File: src/rtl/ecc_rpt_pkg.sv
// Package: shared bit positions and masks for the ECC reporting unit.
// Assumes bit 0 is the least significant bit of every 8-bit register.
package ecc_rpt_pkg;
    localparam int BIT_RSB = 5;
    localparam int BIT_FSB = 4;
    localparam int BIT_RNC = 1;
    localparam int BIT_FNC = 0;
    localparam logic [7:0] SB_MASK  = 8'h30;
    localparam logic [7:0] NC_MASK  = 8'h03;
    localparam logic [7:0] EV_MASK  = SB_MASK | NC_MASK;
    localparam logic [1:0] REGION_CTL = 2'd0;
    localparam logic [1:0] REGION_RAM = 2'd1;
    localparam logic [1:0] REGION_FL  = 2'd2;
    localparam logic [3:0] IDX_CFG  = 4'h0;
    localparam logic [3:0] IDX_STAT = 4'h1;
endpackage

File: src/rtl/ecc_rpt_cfg.sv
// Module: configuration register holding the four reporting enables.
// Assumes the write strobe is already decoded to this register's address.
// Single-bit enables can be set only while soc_sbit_en is high.
module ecc_rpt_cfg
    import ecc_rpt_pkg::*;
(
    input  logic       clk,
    input  logic       rst_n,
    input  logic       wr_en,
    input  logic [7:0] wdata,
    input  logic       soc_sbit_en,
    output logic [7:0] cfg_q
);
    logic [7:0] sb_allow;

    // Purpose: a single-bit enable may be set with the permission input, or kept if already set.
    always_comb sb_allow = {8{soc_sbit_en}} | cfg_q;

    // Purpose: register update on a decoded write.
    always_ff @(posedge clk) begin
        if (!rst_n) begin
            cfg_q <= 8'h00;
        end else if (wr_en) begin
            cfg_q <= (wdata & NC_MASK) | (wdata & SB_MASK & sb_allow);
        end
    end
endmodule

File: src/rtl/ecc_rpt_status.sv
// Module: qualifies events against the enables, picks one winner and keeps
// the one-hot status register with write-1-to-clear.
// Assumes ev_vec carries events at the same bit positions as their enables.
module ecc_rpt_status
    import ecc_rpt_pkg::*;
(
    input  logic       clk,
    input  logic       rst_n,
    input  logic [7:0] ev_vec,
    input  logic [7:0] cfg_q,
    input  logic       clr_wr,
    input  logic [7:0] clr_mask,
    output logic [7:0] qual,
    output logic       hit_ram,
    output logic       hit_fl,
    output logic [7:0] status_q
);
    logic [7:0] win;

    // Purpose: drop events whose class is disabled.
    always_comb qual = ev_vec & cfg_q & EV_MASK;

    // Purpose: fixed priority, non-correctable before single-bit, RAM before flash.
    always_comb begin
        win = 8'h00;
        if (qual[BIT_RNC])      win[BIT_RNC] = 1'b1;
        else if (qual[BIT_FNC]) win[BIT_FNC] = 1'b1;
        else if (qual[BIT_RSB]) win[BIT_RSB] = 1'b1;
        else if (qual[BIT_FSB]) win[BIT_FSB] = 1'b1;
    end

    // Purpose: per-memory capture strobes.
    always_comb begin
        hit_ram = qual[BIT_RNC] | qual[BIT_RSB];
        hit_fl  = qual[BIT_FNC] | qual[BIT_FSB];
    end

    // Purpose: status register; a new event wins over a clear in the same cycle.
    always_ff @(posedge clk) begin
        if (!rst_n) begin
            status_q <= 8'h00;
        end else if (|qual) begin
            status_q <= win;
        end else if (clr_wr) begin
            status_q <= status_q & ~clr_mask;
        end
    end
endmodule

File: src/rtl/ecc_rpt_capture.sv
// Module: one memory's capture record {address, attributes, data}.
// Assumes cap_en is a one-cycle strobe for an enabled event on this memory.
module ecc_rpt_capture #(
    parameter int AW  = 32,
    parameter int ATW = 8,
    parameter int DW  = 32,
    localparam int REC_W = AW + ATW + DW
) (
    input  logic             clk,
    input  logic             rst_n,
    input  logic             cap_en,
    input  logic [AW-1:0]    addr,
    input  logic [ATW-1:0]   attr,
    input  logic [DW-1:0]    data,
    output logic [REC_W-1:0] rec
);
    // Purpose: load the record on an enabled event, hold otherwise.
    always_ff @(posedge clk) begin
        if (!rst_n) begin
            rec <= '0;
        end else if (cap_en) begin
            rec <= {addr, attr, data};
        end
    end
endmodule

File: src/rtl/ecc_err_report.sv
// Module: top of the ECC reporting unit. Decodes the byte register port,
// routes events to the status logic and the two capture records, and
// drives the interrupt from the status flags.
// Assumes ADDR_W >= 6 and each record fits in 16 bytes.
module ecc_err_report
    import ecc_rpt_pkg::*;
#(
    parameter int ADDR_W = 6,
    parameter int AW     = 32,
    parameter int ATW    = 8,
    parameter int DW     = 32
) (
    input  logic              clk,
    input  logic              rst_n,
    input  logic              soc_sbit_en,
    input  logic [ADDR_W-1:0] reg_addr,
    input  logic              reg_wr,
    input  logic [7:0]        reg_wdata,
    output logic [7:0]        reg_rdata,
    input  logic              ram_sbit,
    input  logic              ram_ncor,
    input  logic [AW-1:0]     ram_addr,
    input  logic [ATW-1:0]    ram_attr,
    input  logic [DW-1:0]     ram_data,
    input  logic              fl_sbit,
    input  logic              fl_ncor,
    input  logic [AW-1:0]     fl_addr,
    input  logic [ATW-1:0]    fl_attr,
    input  logic [DW-1:0]     fl_data,
    output logic              irq
);
    localparam int REC_W     = AW + ATW + DW;
    localparam int REC_BYTES = (REC_W + 7) / 8;
    localparam int NMEM      = 2;

    logic [1:0]       region;
    logic [3:0]       idx;
    logic             cfg_wr;
    logic             stat_wr;
    logic [7:0]       cfg_q;
    logic [7:0]       status_q;
    logic [7:0]       qual;
    logic [7:0]       ev_vec;
    logic             hit_ram;
    logic             hit_fl;
    logic [REC_W-1:0] ram_rec;
    logic [REC_W-1:0] fl_rec;

    logic [NMEM-1:0]                 m_cap;
    logic [NMEM-1:0][AW-1:0]         m_addr;
    logic [NMEM-1:0][ATW-1:0]        m_attr;
    logic [NMEM-1:0][DW-1:0]         m_data;
    logic [NMEM-1:0][REC_W-1:0]      m_rec;
    logic [NMEM-1:0][REC_BYTES*8-1:0] m_pad;

    // Purpose: split the byte address into region and index.
    always_comb begin
        region = reg_addr[ADDR_W-1 -: 2];
        idx    = reg_addr[3:0];
    end

    // Purpose: decode writes; capture regions take no writes.
    always_comb begin
        cfg_wr  = reg_wr && (region == REGION_CTL) && (idx == IDX_CFG);
        stat_wr = reg_wr && (region == REGION_CTL) && (idx == IDX_STAT);
    end

    // Purpose: place event pulses at their enable bit positions.
    always_comb begin
        ev_vec          = 8'h00;
        ev_vec[BIT_RSB] = ram_sbit;
        ev_vec[BIT_FSB] = fl_sbit;
        ev_vec[BIT_RNC] = ram_ncor;
        ev_vec[BIT_FNC] = fl_ncor;
    end

    ecc_rpt_cfg u_cfg (
        .clk         (clk),
        .rst_n       (rst_n),
        .wr_en       (cfg_wr),
        .wdata       (reg_wdata),
        .soc_sbit_en (soc_sbit_en),
        .cfg_q       (cfg_q)
    );

    ecc_rpt_status u_status (
        .clk      (clk),
        .rst_n    (rst_n),
        .ev_vec   (ev_vec),
        .cfg_q    (cfg_q),
        .clr_wr   (stat_wr),
        .clr_mask (reg_wdata),
        .qual     (qual),
        .hit_ram  (hit_ram),
        .hit_fl   (hit_fl),
        .status_q (status_q)
    );

    // Purpose: gather per-memory inputs so the records can be generated.
    always_comb begin
        m_cap  = {hit_fl, hit_ram};
        m_addr = {fl_addr, ram_addr};
        m_attr = {fl_attr, ram_attr};
        m_data = {fl_data, ram_data};
    end

    for (genvar m = 0; m < NMEM; m++) begin : g_mem
        ecc_rpt_capture #(.AW(AW), .ATW(ATW), .DW(DW)) u_cap (
            .clk    (clk),
            .rst_n  (rst_n),
            .cap_en (m_cap[m]),
            .addr   (m_addr[m]),
            .attr   (m_attr[m]),
            .data   (m_data[m]),
            .rec    (m_rec[m])
        );
        assign m_pad[m] = (REC_BYTES*8)'(m_rec[m]);
    end

    assign ram_rec = m_rec[0];
    assign fl_rec  = m_rec[1];

    // Purpose: combinational read mux; unmapped addresses return zero.
    always_comb begin
        reg_rdata = 8'h00;
        unique case (region)
            REGION_CTL: begin
                if (idx == IDX_CFG)       reg_rdata = cfg_q;
                else if (idx == IDX_STAT) reg_rdata = status_q;
            end
            REGION_RAM: if (int'(idx) < REC_BYTES) reg_rdata = m_pad[0][int'(idx)*8 +: 8];
            REGION_FL:  if (int'(idx) < REC_BYTES) reg_rdata = m_pad[1][int'(idx)*8 +: 8];
            default:    reg_rdata = 8'h00;
        endcase
    end

    // Purpose: interrupt request while any flag is set.
    assign irq = |status_q;
endmodule

File: config.mk
export PLATFORM = sky130hd
export DESIGN_NAME = ecc_err_report
export DESIGN_NICKNAME = d
export VERILOG_FILES = /design/src/rtl/ecc_rpt_pkg.sv /design/src/rtl/ecc_rpt_cfg.sv /design/src/rtl/ecc_rpt_status.sv /design/src/rtl/ecc_rpt_capture.sv /design/src/rtl/ecc_err_report.sv
export SDC_FILE = /design/constraint.sdc
export NUM_CORES = 1
export LEC_CHECK = 0
export CORE_MARGIN = 1
export CORE_UTILIZATION = 35
export DETAILED_ROUTE_END_ITERATION = 7
export REMOVE_ABC_BUFFERS = 1
export SYNTH_ARGS = -nofsm -noshare
export SYNTH_HDL_FRONTEND = slang
export SYNTH_SLANG_ARGS = --single-unit
File: constraint.sdc
create_clock -name clk -period 1.7 [get_ports clk]
set_clock_uncertainty 0.05 [all_clocks]
set_input_delay 0.17 -clock clk [delete_from_list [all_inputs] [get_ports clk]]
set_output_delay 0.17 -clock clk [all_outputs]
set_load 0.05 [all_outputs]
==> reports/results.ini <==
[timing]
tns_ns=-3.235
slew_headroom_pct=68.01
slew_violations=0
hold_viol=0
finalCriticalPeriod_ns=2.298
rsz0062_at_grt=yes
fmax_mhz=435.2
min_period_over_period_pct=135.2
worst_pin_slew_ns=0.4777
setup_viol=8
worst_slack_ns=-0.5979

[grt]
grt_max_degree=99
grt_pass1_wl_mm=31.40
overflow=0
grtUsageTotal_pct=20.07
antenna_found_initial=2
grt_pass1_vias=6036

[die]
io_pins=175
dieArea_mm2=0.02086
initial_core_util_pct=36.13
die_w_um=144.4
rows=51
die_h_um=144.4
core_mm2=0.01965

[critical_path]
cp_max_fo=2
cp-end-kind=primary output
critical_path_required_ns=1.48
path_class=flop to primary output
start_kind=flop
cp.arrival_ns=2.08

[final_layout]
layout-drive-gt1-share_pct=14.76
nNetsFinal=1169
synthToLayoutAreaGrowth_pct=43.33
final_cell_mix=nand2_1, clkdlybuf4s50_1, dfxtp_1
fin_area_mm2=0.01018
final_common_cell=nand2_1

[synth]
syn_inst=819
synth.cell_area_mm2=0.007101
ys_seq_area_share_pct=43.98
synth_seq_cells=156
synth_cell_types=46
ys_warn_count=0
avgSynthCellArea_um2=8.670
yosys-top-cells-area=dfxtp_1, nand2_1, a21boi_1
yosysTopAreaCell=dfxtp_1
yosysTopAreaCellShare_pct=43.98

[placed_design]
dp_hpwl_mm=15.40
port_buffers=174
place_congestion=0.8540
place_area_mm2=0.009470

[clock_tree]
cts_tree=built
insertion_delay_ns=0.42
cts_htree_levels=4
cts_hold_buf=0
clockBufferDepth=2
clock-sinks=156
clk_pin_slew_worst_paths_ns=0.06
post_cts_buffers=0
numCtsBuffers=17
cts_root_buffer=clkbuf_16

[power]
peakVddDrop_mv=0.5536
power_density_mw_per_mm2=846.2
power_leakage_nw=3.596
power_mw=8.612

[route]
drtIter0Drc=352
routed-via-count=6270
ant_nets=0
route.detailed.drc=0
vias_per_cell=4.887
post_drt_wl_per_cell_um=15.91
dr.pass1.iters=5
routed_wl_mm=20.41

[run_status]
failed_checks=setup timing
status=complete, but fails checks

[job]
cap_violations=0

[hold_path]
hold_class=primary input to flop

-- per-layer routing --
metal	GRT usage (%)	up-vias	wire length [um]
met1	25.78	2940	9371
met2	32.54	140	9756
met4	7.922	0	306
li1	-	3171	-
met5	0	-	0
met3	4.470	19	974
-- critical path, cell delays in order (launching register included) --
cell and delay (ns):
dfxtp_2 0.32, mux4_2 0.48, mux2_4 0.30, a22oi_2 0.13, nand4_1 0.20, buf_12 0.22
-- logic make-up (layout without fill, tap and decap cells) --
| family | Yosys count | in the layout | share of synthesized area, % |
|---|---|---|---|
| simple gates | 355 | 355 | 20.35 |
| compound gates | 193 | 193 | 20.65 |
| flops | 156 | 156 | 43.98 |
| buf+inv | 67 | 264 | 4.405 |
| mux | 48 | 48 | 10.61 |
| other cells | 0 | 2 | 0 |
-- synthesized netlist by cell type (all sizes together) --
library cell and count:
o21a 2, or3 1, nand4 8, a311o 1
nand2b 3, nor2b 2, and2 4, nor2 4
and4b 1, mux2i 22, nor3b 1, a21boi 146
nand3 8, a31o 1, a22o 1, o221a 2
mux4 21, nor3 5, and3 3, a222oi 2
o32ai 1, clkbuf 33, a221oi 1, o221ai 1
inv 2, dfxtp 156, mux2 5, buf 32
or2 1, a22oi 18, nand3b 1, a21oi 7
and4 1, o211ai 9, a21bo 1, nand2 309
nor4 2, nor4bb 1
-- stage by stage --
stage               cells  utilization (%)  worst slack [ns]  hold WS [ns]
floorplan             754                -            -2.273        0.2070
global placement     1249            48.19           -0.6501        0.3835
detailed placement   1249            48.19           -0.6791        0.3908
CTS                  1281            51.66           -0.6292       0.07422
global route         1283            51.78           -0.6517       0.08675
finish               1283            51.78           -0.5979       0.08549
-- sequential cells by signal, summed over array words and instances (netlist names) --
signal             count
g_mem.u_cap.rec      144
u_status.status_q      8
u_cfg.cfg_q            4
-- final timing paths --
| check | slack, ns | cells past startpoint | to | from |
|---|---|---|---|---|
| max reg2reg | 0.38 | 4 | g_mem[0].u_cap.rec[31] | u_cfg.cfg_q[1] |
| min reg2reg | 0.40 | 2 | g_mem[0].u_cap.rec[39] | g_mem[0].u_cap.rec[39] |
| min | 0.09 | 2 | u_status.status_q[1] | rst_n |
| max | -0.60 | 5 | reg_rdata[0] | g_mem[1].u_cap.rec[40] |
-- repair_timing --
item | CTS | global route
pin swaps | 7 | 5
hold endpoints to repair | 0 | 0
setup endpoints to repair | 8 | 8
resized for setup | 18 | 13
-- cell type report --
class / instances / area, um^2
antenna: 2 / 5.005
clock buffer: 18 / 429.2
clock inverter: 14 / 216.5
fill: 1918 / 9477
inverter: 2 / 7.507
multi-input combinational: 596 / 3704
sequential: 156 / 3136
tap: 265 / 331.6
timing repair buffer: 230 / 2349
-- report_power, final --
part | internal, mW | switching (mW) | leakage (nW) | total [mW]
clock | 2.61 | 1.56 | 0.303 | 4.17
sequential | 3.66 | 0.00551 | 1.26 | 3.67
combinational | 0.508 | 0.268 | 2.03 | 0.776
total | 6.78 | 1.83 | 3.60 | 8.61
No activity file was read; power rests on OpenSTA's default activity.
